`src/rtl/acc4_pkg.sv`:
```
`timescale 1ns/1ps
package acc4_pkg;

  localparam int OP_W = 2;

  typedef enum logic [2:0] {
    ST_FETCH = 3'b000,
    ST_STORE = 3'b001,
    ST_ADD   = 3'b010,
    ST_NOR   = 3'b011,
    ST_CLRC  = 3'b101
  } state_e;

  typedef enum logic [OP_W-1:0] {
    OP_NOR   = 2'b00,
    OP_ADD   = 2'b01,
    OP_STORE = 2'b10,
    OP_JCC   = 2'b11
  } op_e;

  // Execute state is the inverted opcode; a jump maps back onto fetch.
  function automatic state_e exec_state(op_e op);
    return state_e'({1'b0, ~op});
  endfunction

endpackage

```
`src/rtl/acc4_decode.sv`:
```
`timescale 1ns/1ps
module acc4_decode
  import acc4_pkg::*;
#(
  parameter int DATA_W = 8,
  parameter int ADDR_W = 6
) (
  input  logic [DATA_W-1:0] instr,
  output op_e               op,
  output logic [ADDR_W-1:0] operand
);

  // Opcode sits in the top bits, address in the bottom bits.
  assign op      = op_e'(instr[DATA_W-1 -: OP_W]);
  assign operand = instr[ADDR_W-1:0];

endmodule

```
`src/rtl/acc4_ctrl.sv`:
```
`timescale 1ns/1ps
module acc4_ctrl
  import acc4_pkg::*;
(
  input  logic   clk,
  input  logic   rst_n,
  input  op_e    op,
  input  logic   carry,
  output state_e state_q
);

  state_e state_d;

  always_comb begin
    state_d = ST_FETCH;
    if (state_q == ST_FETCH) begin
      if (op == OP_JCC && carry) begin
        state_d = ST_CLRC;
      end else begin
        state_d = exec_state(op);
      end
    end
  end

  always_ff @(posedge clk or negedge rst_n) begin
    if (!rst_n) begin
      state_q <= ST_FETCH;
    end else begin
      state_q <= state_d;
    end
  end

endmodule

```
`src/rtl/acc4_datapath.sv`:
```
`timescale 1ns/1ps
module acc4_datapath
  import acc4_pkg::*;
#(
  parameter int DATA_W = 8,
  parameter int ADDR_W = 6
) (
  input  logic              clk,
  input  logic              rst_n,
  input  state_e            state_q,
  input  logic [DATA_W-1:0] rdata,
  input  logic [ADDR_W-1:0] operand,
  output logic [DATA_W:0]   acc_q,
  output logic [ADDR_W-1:0] adreg_q
);

  localparam int ACC_W = DATA_W + 1;
  localparam logic [ADDR_W-1:0] ADDR_ONE = 1;

  logic [ACC_W-1:0]  acc_d;
  logic              acc_en;
  logic [ADDR_W-1:0] adreg_d;
  logic [ADDR_W-1:0] pc_q;
  logic [ADDR_W-1:0] pc_d;
  logic              pc_en;
  logic [DATA_W-1:0] acc_lo;
  logic              carry;

  assign acc_lo = acc_q[DATA_W-1:0];
  assign carry  = acc_q[DATA_W];

  // Accumulator next value and enable.
  always_comb begin
    acc_d  = acc_q;
    acc_en = 1'b0;
    case (state_q)
      ST_ADD: begin
        acc_en = 1'b1;
        acc_d  = {1'b0, acc_lo} + {1'b0, rdata};
      end
      ST_NOR: begin
        acc_en = 1'b1;
        acc_d  = {carry, ~(acc_lo | rdata)};
      end
      ST_CLRC: begin
        acc_en = 1'b1;
        acc_d  = {1'b0, acc_lo};
      end
      default: begin
        acc_en = 1'b0;
      end
    endcase
  end

  // Address register: operand after fetch, saved counter otherwise.
  always_comb begin
    pc_en   = (state_q == ST_FETCH);
    pc_d    = adreg_q + ADDR_ONE;
    adreg_d = (state_q == ST_FETCH) ? operand : pc_q;
  end

  always_ff @(posedge clk or negedge rst_n) begin
    if (!rst_n) begin
      acc_q <= '0;
    end else if (acc_en) begin
      acc_q <= acc_d;
    end
  end

  always_ff @(posedge clk or negedge rst_n) begin
    if (!rst_n) begin
      pc_q <= '0;
    end else if (pc_en) begin
      pc_q <= pc_d;
    end
  end

  always_ff @(posedge clk or negedge rst_n) begin
    if (!rst_n) begin
      adreg_q <= '0;
    end else begin
      adreg_q <= adreg_d;
    end
  end

endmodule

```
`src/rtl/acc4_strobe.sv`:
```
`timescale 1ns/1ps
module acc4_strobe
  import acc4_pkg::*;
#(
  parameter int DATA_W = 8
) (
  input  logic              clk,
  input  state_e            state_q,
  input  logic [DATA_W-1:0] acc_lo,
  output logic              mem_oe,
  output logic              mem_we,
  output logic [DATA_W-1:0] mem_wdata,
  output logic              mem_wdata_oe
);

  logic is_store;
  logic no_read;

  always_comb begin
    is_store     = (state_q == ST_STORE);
    no_read      = is_store || (state_q == ST_CLRC);
    mem_oe       = ~clk & ~no_read;
    mem_we       = ~clk & is_store;
    mem_wdata_oe = is_store;
    mem_wdata    = acc_lo;
  end

endmodule

```
`src/rtl/acc4_core.sv`:
```
`timescale 1ns/1ps
module acc4_core
  import acc4_pkg::*;
#(
  parameter int DATA_W = 8,
  parameter int ADDR_W = 6
) (
  input  logic              clk,
  input  logic              rst_n,
  output logic [ADDR_W-1:0] mem_addr,
  input  logic [DATA_W-1:0] mem_rdata,
  output logic [DATA_W-1:0] mem_wdata,
  output logic              mem_wdata_oe,
  output logic              mem_oe,
  output logic              mem_we
);

  op_e               op;
  logic [ADDR_W-1:0] operand;
  state_e            state_q;
  logic [DATA_W:0]   acc_q;
  logic [ADDR_W-1:0] adreg_q;

  acc4_decode #(.DATA_W(DATA_W), .ADDR_W(ADDR_W)) u_dec (
    .instr   (mem_rdata),
    .op      (op),
    .operand (operand)
  );

  acc4_ctrl u_ctrl (
    .clk     (clk),
    .rst_n   (rst_n),
    .op      (op),
    .carry   (acc_q[DATA_W]),
    .state_q (state_q)
  );

  acc4_datapath #(.DATA_W(DATA_W), .ADDR_W(ADDR_W)) u_dp (
    .clk     (clk),
    .rst_n   (rst_n),
    .state_q (state_q),
    .rdata   (mem_rdata),
    .operand (operand),
    .acc_q   (acc_q),
    .adreg_q (adreg_q)
  );

  acc4_strobe #(.DATA_W(DATA_W)) u_stb (
    .clk          (clk),
    .state_q      (state_q),
    .acc_lo       (acc_q[DATA_W-1:0]),
    .mem_oe       (mem_oe),
    .mem_we       (mem_we),
    .mem_wdata    (mem_wdata),
    .mem_wdata_oe (mem_wdata_oe)
  );

  assign mem_addr = adreg_q;

endmodule

```
`config.mk`:
```
export PLATFORM = sky130hd
export DESIGN_NAME = acc4_core
export DESIGN_NICKNAME = d
export VERILOG_FILES = /design/src/rtl/acc4_pkg.sv /design/src/rtl/acc4_decode.sv /design/src/rtl/acc4_ctrl.sv /design/src/rtl/acc4_datapath.sv /design/src/rtl/acc4_strobe.sv /design/src/rtl/acc4_core.sv
export SDC_FILE = /design/constraint.sdc
export NUM_CORES = 1
export LEC_CHECK = 0
export BUFFER_PORTS_ARGS = -buffer_cell sky130_fd_sc_hd__buf_4
export CORE_MARGIN = 5
export CORE_UTILIZATION = 45
export CTS_BUF_LIST = sky130_fd_sc_hd__clkbuf_4
export CTS_CLUSTER_DIAMETER = 80
export DETAILED_ROUTE_END_ITERATION = 8
export PLACE_DENSITY = 0.76
export REMOVE_ABC_BUFFERS = 1
export SETUP_SLACK_MARGIN = 0.5
export SLEW_MARGIN = 20
export SYNTH_ARGS = -nofsm -noshare
export SYNTH_HDL_FRONTEND = slang
export SYNTH_HIERARCHICAL = 1
export SYNTH_SLANG_ARGS = --single-unit
```
`constraint.sdc`:
```
create_clock -name clk -period 1.8 [get_ports clk]
set_input_delay 0.09 -clock clk [delete_from_list [all_inputs] [get_ports clk]]
set_output_delay 0.09 -clock clk [all_outputs]
set_load 0.02 [all_outputs]
```
# ---- Word-level counts from Yosys, hierarchy flattened
# Index checks and enable logic that the tools add are counted.
dict set report op_classes {
  bitwise 9
  reduce_logical 8
  muxes 5
  add_sub_neg 2
  n_eq_ne 5
}
# op count
set ops {}
lappend ops {{$pmux W9 S3} 1}
lappend ops {{$add A8 B8 Y9} 1}
lappend ops {{$not A8 Y8} 1}
lappend ops {{$or A8 B8 Y8} 1}
lappend ops {{$add A6 B1 Y6 const B} 1}
lappend ops {{$eq A3 B2 Y1 const B} 2}
lappend ops {{$mux W3} 2}
lappend ops {{$mux W6} 1}
lappend ops {{$reduce_and A3 Y1} 2}
lappend ops {{$not A1 Y1} 4}
lappend ops {{$reduce_bool A2 Y1} 2}
lappend ops {{$eq A3 B1 Y1 const B} 1}
lappend ops {{$eq A3 B3 Y1 const B} 1}
lappend ops {{$logic_not A3 Y1} 1}
lappend ops {{$reduce_or A3 Y1} 1}
lappend ops {{$and A1 B1 Y1} 2}
lappend ops {{$eq A2 B2 Y1 const B} 1}
lappend ops {{$not A2 Y2} 1}
lappend ops {{$logic_and A1 B1 Y1} 1}
lappend ops {{$logic_or A1 B1 Y1} 1}
lappend ops {{$mux W1} 1}
dict set report totals {
  word_cells 34
  ff_bits 24
  in_bits 10
}

# ---- Longest topological paths before layout
dict set report logic_depth {
  ltp_word 4
  depth_mapped 7
  mapped_depth_nobuf 7
}

# ---- Hierarchy
# Netlist, hierarchy kept.
# mod seq_area_each_um2 instances area_each_um2 cells_per_inst
set by_module_without_submodules {}
lappend by_module_without_submodules {acc4_datapath 525.5 1 1391.3 158}
lappend by_module_without_submodules {acc4_ctrl 75.1 1 113.9 9}
lappend by_module_without_submodules {acc4_strobe 0.0 1 101.3 12}
lappend by_module_without_submodules {acc4_decode 0.0 1 60.1 8}

==> summary.md <==
| Metric | Value |
|---|---|
| Reg clk slew, reported paths | between 0.1 and 0.15 ns |
| Post-route cell area | ~0.0023 mm2 |
| Vias in the first global route | between 1,500 and 2,000 |
| Top cells by count, synth | nand2_1, dfrtp_1, ha_1, inv_1, buf_4 |
| Fin Hold WS | around 0.069 ns |
| Crit path capture type | flop |
| Dpl hpwl | between 2000 and 3000 um |
| Worst-Skew Late Latency | about 0.44 ns |
| CP Class | reg -> reg |
| I/O pin cnt | 27 |
| Wire per inst | between 10 and 15 um |
| Post-Syn Area | 0.001667 mm2 |
| Drt initial violations | a little under 80 |
| Yosys cell types | 42 |
| Layout cells sized above 1 | 38.30% |
| Worst R2R Setup Slack | -0.02 ns |
| CP max stage cell | dfrtp_1 |
| Total grt overflow | 0 |
| Synth Instances | roughly 190 |
| Maxcap violations | 0 |
| Measured slew at the worst slew-check pin | 0.4216 ns |
| Dominant cell by count in the synthesized netlist | nand2_1 |
| P per Cell Area | between 1500 and 2000 mW/mm2 |
| TritonCTS clock tree | built |
| Syn Area/Cell | ~8.9 um2 |
| Sequential Power Share | about a quarter |
| Outcome | finished, violations left |
| Vias per inst | just over 5 |
| Pre-CTS setup slack | -0.2194 ns |
| Final Cycle Share | 101.0% |
| WL final | about 4000 um |
| Critical Path RT | approximately 2.1 ns |
| Die area | between 0.005 and 0.006 mm2 |
| Endpoints failing hold | 0 |
| Port Buf Inserts | 26 |
| Max Freq | between 500 and 600 MHz |
| HP Class | in -> async |
| First-pass GRT wire length | between 6000 and 7000 um |
| Final worst slack | -0.01776 ns |
| Setup TNS | -0.01776 ns |
| Crit path depth | 7 |
| Util after Layout | 62.91% |
| Final setup vio count | 1 |
| Peak supply drop | around 0.00051 V |
| Yosys reg bits | 24 |
| Register area share after synthesis | 36.04% |
| Core area | approximately 0.0036 mm2 |
| Crit path DAT | roughly 2.2 ns |
| Clock share of power | between 10% and 20% |
| DRC | 0 |
| Synthesis Warnings | 6 |
| Delay-heaviest family, CP | compound AO/OA/AOI/OAI gates |
| Pin count of the biggest net entering global routing | 25 |
| Sw Ratio | 43.68% |
| Synth top area cells | dfrtp_1, ha_1, buf_4 |
| Crit-path cells | ha_2, fa_2, buf_6, a21o_2, a211o_1, o211ai_1, a22oi_1 |
| Setup Skew | between 0.007 and 0.008 ns |
| Filler cells | roughly 300 |
| Initial core utilization | around 46% |
| Placement Cell Area | approximately 0.0019 mm2 |
| CP Buf/Inv Count | 1 |
| Leakage | approximately 1.1 nW |
| Internal Power | around 0.0024 W |
| Comb power frac | between 50% and 60% |
| Antenna Cells | 0 |
| All-Layer GR Usage | approximately 17% |
| GPL Wtd Cong | 0.8359 |
| Nets@finish | 263 |
| Vias after detailed routing | 1,460 |
| Final max-slew violation count | 0 |
| DRT Pass-1 Iters | 4 |
| Failing checks | negative setup slack |
| Post-synth EDFFs | 0 |
| Routed Antenna Nets | 0 |
| Critical Path Start Type | flop |
| Switching Power | between 0.0015 and 0.002 W |
| Slew headroom | 71.16% |
| Async SR Flop Fraction | 100.0% |
| Largest stage delay, worst path | 0.40 ns |
| Top cell type's share of synthesized area | a little over a third |
| Initial antenna violation count | 0 |
| # rows | 22 |
| Critical path fanouts, max | 2 |
| Worst R2R Path Depth | 7 |
| Most used DFF post-synth | dfrtp_1 |
| Yosys top cell by area | dfrtp_1 |
| Final min period | approximately 1.8 ns |
| RSZ-0062 raised after global routing | true |
| Layout area overhead | 37.16% |
| Die W | approximately 70 um |
| Die Span Y | 70.86 um |
[state kept, by name, summed over array words and instances (netlist names)]
register	count
u_dp/pc_q	6
u_ctrl/state_q	3
u_dp/adreg_q	6
u_dp/acc_q	9
[repair_timing]
| action | in CTS | in global routing |
|---|---|---|
| endpoints found under the setup margin | 26 | 29 |
| hold endpoints to repair | 33 | 0 |
| setup buffers | 11 | 1 |
| pin swaps | 20 | 8 |
| resized for setup | 26 | 11 |
| hold buffers | 9 | 0 |
[final cells by class]
| cell class | instances | area [um2] | share of cell area, % |
|---|---|---|---|
| clock buffers | 10 | 98.84 | 4.324 |
| clock inverters | 2 | 7.507 | 0.3284 |
| inverters | 17 | 63.81 | 2.791 |
| multi-input cells | 125 | 988.4 | 43.24 |
| flip-flops and latches | 24 | 601.8 | 26.33 |
| well taps | 48 | 60.06 | 2.627 |
| repair buffers | 57 | 465.4 | 20.36 |
[power by group through the flow]
stage | registers [W] | logic [W] | clock network, W
3_5_place_dp | 0.00102 | 0.00198 | 0.000137
3_3_place_gp | 0.00101 | 0.00192 | 0.000137
4_1_cts | 0.000992 | 0.00238 | 0.000692
6_report | 0.000998 | 0.00250 | 0.000709
2_1_floorplan | 0.00121 | 0.00103 | 0.0000895
5_1_grt | 0.00103 | 0.00272 | 0.000757
[path summary, 6_finish.rpt]
path,from,endpoint
setup / recovery,u_dp/acc_q[0],u_dp/acc_q[4]
hold / removal,rst_n,u_dp/adreg_q[2]
setup reg to reg,u_dp/acc_q[0],u_dp/acc_q[4]
hold reg to reg,u_dp/pc_q[1],u_dp/pc_q[1]
max in group asynchronous,rst_n,u_dp/acc_q[1]
min in group clk,mem_rdata[5],u_dp/acc_q[5]
[layout by cell type, fill, tap and decap left out, types with 4 or more instances in the layout]
cell type / count
a21oi_1: 7
inv_1: 15
o21ai_1: 8
dlygate4sd3_1: 9
dfrtp_1: 23
buf_4: 46
o21ai_0: 5
nand3_1: 4
ha_1: 10
ha_4: 4
buf_6: 5
clkbuf_4: 4
nor2_1: 6
nand2_1: 31
[per-layer routing]
layer  wire, um  global-route usage [%]
met2       1928                   27.39
met3        186                   4.261
met5          0                       0
met4        204                   14.41
met1       1687                   17.67
[cell families (layout without fill, tap and decap cells)]
family / after synthesis / count (layout) / synth area share (%)
AO/OA/AOI/OAI: 39 / 39 / 15.09
multiplexers: 3 / 3 / 1.802
flip-flops: 24 / 24 / 36.04
adder cells (fa/ha/maj): 18 / 18 / 13.96
AND/OR/NAND/NOR: 60 / 60 / 18.17
buffers and inverters: 38 / 86 / 12.31
XOR/XNOR: 5 / 5 / 2.628
[per-stage QoR]
stage	instances	total power (W)
2_1_floorplan	166	0.002328
3_3_place_gp	253	0.003066
5_1_grt	283	0.004505
6_report	283	0.004206
3_5_place_dp	253	0.003135
4_1_cts	282	0.004068
No activity file was read; power rests on OpenSTA's default activity.
